==> config.mk <==
export PLATFORM = sky130hd
export DESIGN_NAME = tdm_chain_splitter
export DESIGN_NICKNAME = d
export VERILOG_FILES = /design/src/rtl/tdm_split_pkg.sv /design/src/rtl/tdm_slot_ctrl.sv /design/src/rtl/tdm_slot_dpath.sv /design/src/rtl/tdm_chain_splitter.sv
export SDC_FILE = /design/constraint.sdc
export NUM_CORES = 1
export LEC_CHECK = 0
export ABC_AREA = 1
export CAP_MARGIN = 20
export CORE_MARGIN = 8
export CORE_UTILIZATION = 50
export DETAILED_ROUTE_END_ITERATION = 8
export PLACE_DENSITY = 0.73
export SYNTH_ARGS = -nofsm -noshare
export SYNTH_HDL_FRONTEND = slang
export SYNTH_HIERARCHICAL = 1
export SYNTH_SLANG_ARGS = --single-unit
==> constraint.sdc <==
create_clock -name clk -period 3.24 [get_ports clk]
set_input_delay 0.81 -clock clk [delete_from_list [all_inputs] [get_ports clk]]
set_output_delay 0.81 -clock clk [all_outputs]
set_load 0.01 [all_outputs]
==> src/rtl/tdm_split_pkg.sv <==
`timescale 1ns/1ps
package tdm_split_pkg;
  // bits per TDM slot
  localparam int SLOT_W     = 32;
  // channels owned by this device
  localparam int LOCAL_CH   = 8;
  // slots in the single-line frame (both devices)
  localparam int FRAME_SLOTS = 2 * LOCAL_CH;
  localparam int SLOT_IDX_W = $clog2(FRAME_SLOTS);
  localparam int CH_IDX_W   = $clog2(LOCAL_CH);
  localparam int WORDS_W    = LOCAL_CH * SLOT_W;

  // strobes from the frame controller to the datapath
  typedef struct packed {
    logic                frameStart;
    logic                fwd0;
    logic                fwd1;
    logic                cap0;
    logic                cap1;
    logic [CH_IDX_W-1:0] chan0;
    logic [CH_IDX_W-1:0] chan1;
    logic                lastBit;
  } split_ctl_t;
endpackage

==> src/rtl/tdm_slot_ctrl.sv <==
`timescale 1ns/1ps
module tdm_slot_ctrl
  import tdm_split_pkg::*;
(
  input  logic       clk,
  input  logic       rstN,
  input  logic       dualMode,
  input  logic       frameSync,
  output split_ctl_t ctl
);
  localparam int FRAME_SINGLE = FRAME_SLOTS * SLOT_W;
  localparam int FRAME_DUAL   = LOCAL_CH * SLOT_W;
  localparam int CNT_W        = $clog2(FRAME_SINGLE);
  localparam int SLOT_SHIFT   = $clog2(SLOT_W);
  localparam int HALF_LINE    = LOCAL_CH / 2;

  logic [CNT_W-1:0]      bitCnt;
  logic [CNT_W-1:0]      bitPos;
  logic [CNT_W-1:0]      lastPos;
  logic [SLOT_IDX_W-1:0] slotIdx;
  logic                  locked;
  logic                  active;

  assign lastPos = dualMode ? CNT_W'(FRAME_DUAL - 1) : CNT_W'(FRAME_SINGLE - 1);
  assign active  = locked || frameSync;

  // position of the bit presented in this cycle
  always_comb begin
    if (frameSync)
      bitPos = '0;
    else if (bitCnt == lastPos)
      bitPos = '0;
    else
      bitPos = bitCnt + 1'b1;
  end

  assign slotIdx = SLOT_IDX_W'(bitPos >> SLOT_SHIFT);

  always_comb begin
    ctl            = '0;
    ctl.frameStart = frameSync;
    ctl.lastBit    = active && (bitPos == lastPos);
    if (active) begin
      if (!dualMode) begin
        if (slotIdx < SLOT_IDX_W'(LOCAL_CH)) begin
          ctl.fwd0 = 1'b1;
        end else begin
          ctl.cap0  = 1'b1;
          ctl.chan0 = CH_IDX_W'(slotIdx - SLOT_IDX_W'(LOCAL_CH));
        end
      end else begin
        if (slotIdx < SLOT_IDX_W'(HALF_LINE)) begin
          ctl.fwd0 = 1'b1;
          ctl.fwd1 = 1'b1;
        end else begin
          ctl.cap0  = 1'b1;
          ctl.cap1  = 1'b1;
          ctl.chan0 = CH_IDX_W'(slotIdx - SLOT_IDX_W'(HALF_LINE));
          ctl.chan1 = CH_IDX_W'(slotIdx);
        end
      end
    end
  end

  always_ff @(posedge clk) begin
    if (!rstN) begin
      bitCnt <= '0;
      locked <= 1'b0;
    end else begin
      bitCnt <= bitPos;
      locked <= locked | frameSync;
    end
  end

  // input contract: after lock, sync lands exactly on a frame boundary
  AST_SYNC_ON_BOUNDARY: assert property (@(posedge clk) disable iff (!rstN)
    (locked && frameSync) |-> (bitCnt == lastPos))
    else $error("frame sync off the frame boundary");

endmodule

==> src/rtl/tdm_slot_dpath.sv <==
`timescale 1ns/1ps
module tdm_slot_dpath
  import tdm_split_pkg::*;
(
  input  logic               clk,
  input  logic               rstN,
  input  split_ctl_t         ctl,
  input  logic               sdIn0,
  input  logic               sdIn1,
  output logic               fsOut,
  output logic               sdOut0,
  output logic               sdOut1,
  output logic               chanValid,
  output logic [WORDS_W-1:0] chanData
);

  // forwarding path: one bit clock of delay, zero when not forwarding
  always_ff @(posedge clk) begin
    if (!rstN) begin
      fsOut     <= 1'b0;
      sdOut0    <= 1'b0;
      sdOut1    <= 1'b0;
      chanValid <= 1'b0;
    end else begin
      fsOut     <= ctl.frameStart;
      sdOut0    <= ctl.fwd0 ? sdIn0 : 1'b0;
      sdOut1    <= ctl.fwd1 ? sdIn1 : 1'b0;
      chanValid <= ctl.lastBit;
    end
  end

  // one shift register and one holding word per local channel
  for (genvar c = 0; c < LOCAL_CH; c++) begin : gChan
    logic [SLOT_W-1:0] shiftQ;
    logic [SLOT_W-1:0] shiftD;
    logic [SLOT_W-1:0] wordQ;
    logic              take0;
    logic              take1;

    assign take0 = ctl.cap0 && (ctl.chan0 == CH_IDX_W'(c));
    assign take1 = ctl.cap1 && (ctl.chan1 == CH_IDX_W'(c));

    always_comb begin
      if (take0)
        shiftD = {shiftQ[SLOT_W-2:0], sdIn0};
      else if (take1)
        shiftD = {shiftQ[SLOT_W-2:0], sdIn1};
      else
        shiftD = shiftQ;
    end

    always_ff @(posedge clk) begin
      if (!rstN) begin
        shiftQ <= '0;
        wordQ  <= '0;
      end else begin
        shiftQ <= shiftD;
        if (ctl.lastBit)
          wordQ <= shiftD;
      end
    end

    assign chanData[c*SLOT_W +: SLOT_W] = wordQ;
  end

  AST_FWD_ECHO: assert property (@(posedge clk) disable iff (!rstN)
    $past(ctl.fwd0) |-> (sdOut0 == $past(sdIn0)))
    else $error("forwarded bit differs from input");

  AST_FWD_MUTE: assert property (@(posedge clk) disable iff (!rstN)
    !$past(ctl.fwd0) |-> !sdOut0)
    else $error("forwarding line active outside far slots");

  AST_FS_RETIME: assert property (@(posedge clk) disable iff (!rstN)
    fsOut == $past(ctl.frameStart))
    else $error("re-timed sync misaligned");

  AST_VALID_PULSE: assert property (@(posedge clk) disable iff (!rstN)
    chanValid |=> !chanValid)
    else $error("valid longer than one cycle");

  AST_WORDS_HELD: assert property (@(posedge clk) disable iff (!rstN)
    !chanValid |-> $stable(chanData))
    else $error("channel words changed without valid");

endmodule

==> src/rtl/tdm_chain_splitter.sv <==
`timescale 1ns/1ps
module tdm_chain_splitter
  import tdm_split_pkg::*;
(
  input  logic               clk,
  input  logic               rstN,
  input  logic               dualMode,
  input  logic               frameSync,
  input  logic               sdIn0,
  input  logic               sdIn1,
  output logic               fsOut,
  output logic               sdOut0,
  output logic               sdOut1,
  output logic               chanValid,
  output logic [WORDS_W-1:0] chanData
);

  split_ctl_t ctl;

  tdm_slot_ctrl u_ctrl (
    .clk       (clk),
    .rstN      (rstN),
    .dualMode  (dualMode),
    .frameSync (frameSync),
    .ctl       (ctl)
  );

  tdm_slot_dpath u_dpath (
    .clk       (clk),
    .rstN      (rstN),
    .ctl       (ctl),
    .sdIn0     (sdIn0),
    .sdIn1     (sdIn1),
    .fsOut     (fsOut),
    .sdOut0    (sdOut0),
    .sdOut1    (sdOut1),
    .chanValid (chanValid),
    .chanData  (chanData)
  );

  AST_LINE1_QUIET_SINGLE: assert property (@(posedge clk) disable iff (!rstN)
    (!dualMode && !$past(dualMode)) |-> !sdOut1)
    else $error("second forwarding line active in single-line mode");

endmodule

==> metrics.txt <==
CP endpoint kind=flip-flop; TritonCTS clock tree=done; WP data arrival=3330 ps; num rows=74; Filler Cells Inserted=3519; Layout Nets=3165; clk buf depth=3; Final WS setup=404.9 ps; Resize count post-CTS=0; Post-Syn Area per Cell=6.997 um^2; H-tree Lvls=2; die outline area=48020 um^2; number of top-level pins=266; count of final hold-check violations=0; Die Wd=219.1 um; Final Cell Area=25860 um^2; Post-CTS Setup Inserts=0; asr flop ratio synth=0%; Tot GR Track Use=20.36%; area of the multi-input gates=8262 um^2; hold depth=1; FF/Latch Area=10530 um^2; layout cells sized above 1=5.510%; drt first-iter violations=1700; post-route DRC violation count=0; Leakage=10.92 nW; hold_sp=u_ctrl/bitCnt[0]; Routed WL=50840 um; CP max FO=31; Placed Area=24070 um^2; CTS hold repair buffers=0; Max-Cap Viols=0; Clock Latency Late Sink=580 ps; Yosys warning count=6; power density cells=499.6 nW/um^2; min-delay worst type=flip-flop to flip-flop; RSZ-0062 raised after global routing=no; Max VDD drop=0.0005278 V; largest net degree at the start of global routing=103; Worst Hold Slack=477.0 ps; Synth Net Count=2956; via count=18.65k; initial antenna violation count=1; Hold Path End=u_ctrl/bitCnt[0]; WP data required=3730 ps; fin crit share=87.50%; fin util=63.34%; clock skew=10.18 ps; Synth-to-Final Area Change=25.35%; Final min period=2835 ps; Syn Std Cell Area=20630 um^2; setup TNS=0 ps; most common cell after layout, fill and taps aside=nand2_1; Place WS=-121.3 ps; status=complete, no violations; GPL Wtd Cong=0.8270; Worst setup SP type=input pin; Setup Viol. Count Final=0; worst-margin pin slew=490.8 ps; Post-Syn Instances=2949; Avg WL per Cell=13.64 um; reg2reg path depth=15; TritonCTS Buffers=53; synthesized flop and latch total=526; Max Freq=352.7 MHz; first-pass GRT wire length=83220 um; Post-DP HPWL=33360 um; commonest cells after routing, fill and taps aside=nand2_1 (730), nor2_1 (546), dfxtp_1 (526), nand3_1 (377), inv_1 (299); Worst R2R Start=u_ctrl/bitCnt[0]; ys flop type=dfxtp_1; vias in the first global route=17.24k; starting density of the core=50.53%; drt first pass iters=5; r2r setup slk=480 ps; Routed Antenna Nets=0; Core Area=40830 um^2; Remaining Overflow, GRT=0; Post-synth EDFFs=0; Final Max Slew Viols=0; Synth cell types=22; DIE HEIGHT=219.1 um; RR Endpoint=u_dpath/gChan[7].shiftQ[22]; number of port buffers=265; clock root cell=clkbuf_16; # clock sinks=526; Clock transition at path regs=60 ps; register area share after synthesis=51.03%; DR vias/cell=5.004; Crit Path Class=input pin to flip-flop; Slew headroom=67.18%
[Yosys cell counts, types with 2 or more instances]
cell	n	area share, %
nor2_1	551	10
clkbuf_1	104	1.9
nand2_4	2	0.11
nor2_4	5	0.27
dfxtp_1	526	51
nand3_1	377	9.1
inv_2	5	0.091
buf_1	12	0.22
nand2_2	9	0.27
buf_2	55	1.3
nand2_1	730	13
a21oi_1	259	6.3
nand4_1	3	0.091
inv_1	299	5.4
nor2_2	5	0.15
[cell type report]
type                       instances  area share [%]
multi-input combinational       1947           31.94
sequential                       526           40.71
inverter                         304           4.441
timing repair buffer             326           13.38
clock inverter                    17           1.040
clock buffer                      74           5.897
antenna                            1        0.009675
tap                              532           2.574
[state kept, by name (all words and copies together), names as in the netlist]
signal,flops
u_ctrl/bitCnt,9
u_ctrl/locked,1
u_dpath/chanValid,1
u_dpath/fsOut,1
u_dpath/gChan.shiftQ,256
u_dpath/gChan.wordQ,256
u_dpath/sdOut0,1
u_dpath/sdOut1,1
[worst max-delay path by stage]
stage                     cells past startpoint  slack [ps]                           to      from
after floorplan                              16         680   u_dpath/gChan[0].wordQ[19]  dualMode
after global placement                       18        -150   u_dpath/gChan[7].wordQ[27]  dualMode
after detailed placement                     19        -120    u_dpath/gChan[7].wordQ[1]  dualMode
after CTS                                    19         460   u_dpath/gChan[7].wordQ[22]  dualMode
after global routing                         17         220  u_dpath/gChan[7].shiftQ[22]  dualMode
final                                        17         400  u_dpath/gChan[7].shiftQ[22]  dualMode
[critical path, stage by stage]
cell and delay, ps:
clkdlybuf4s50_1 530, nand2_1 90, inv_1 60, nor2_1 30
nand3_1 60, nand2_1 110, nor2_1 160, inv_1 80
a21oi_1 290, nand2_1 150, nor2_1 190, buf_4 150
inv_1 50, nand2_1 110, buf_12 190, nand2_1 100
a21oi_1 160
[power breakdown]
| part | internal, mW | switching, mW |
|---|---|---|
| clock | 3.81 | 2.48 |
| sequential | 6.47 | 0.00290 |
| combinational | 0.0317 | 0.123 |
| total | 10.3 | 2.61 |
[cell families after synthesis]
group	after synthesis	synth area share, %
xor+xnor	2	0.08491
flops	526	51.03
fa+ha+maj	1	0.06063
compound gates	260	6.319
buf+inv	476	9.011
simple gates	1684	33.49
[through the flow]
stage / cells / total power [mW]
floorplan: 2949 / 6.720
global placement: 3635 / 6.771
detailed placement: 3635 / 6.772
CTS: 3726 / 13.07
global route: 3727 / 13.36
finish: 3727 / 12.92
[metal layers]
layer / routed length [um] / track usage, % / vias up
li1: - / - / 9566
met1: 22150 / 25.47 / 8565
met2: 24450 / 34.55 / 429
met4: 1416 / 7.451 / 0
met3: 2822 / 3.965 / 89
met5: 0 / 0 / -
No activity file was read; power rests on OpenSTA's default activity.
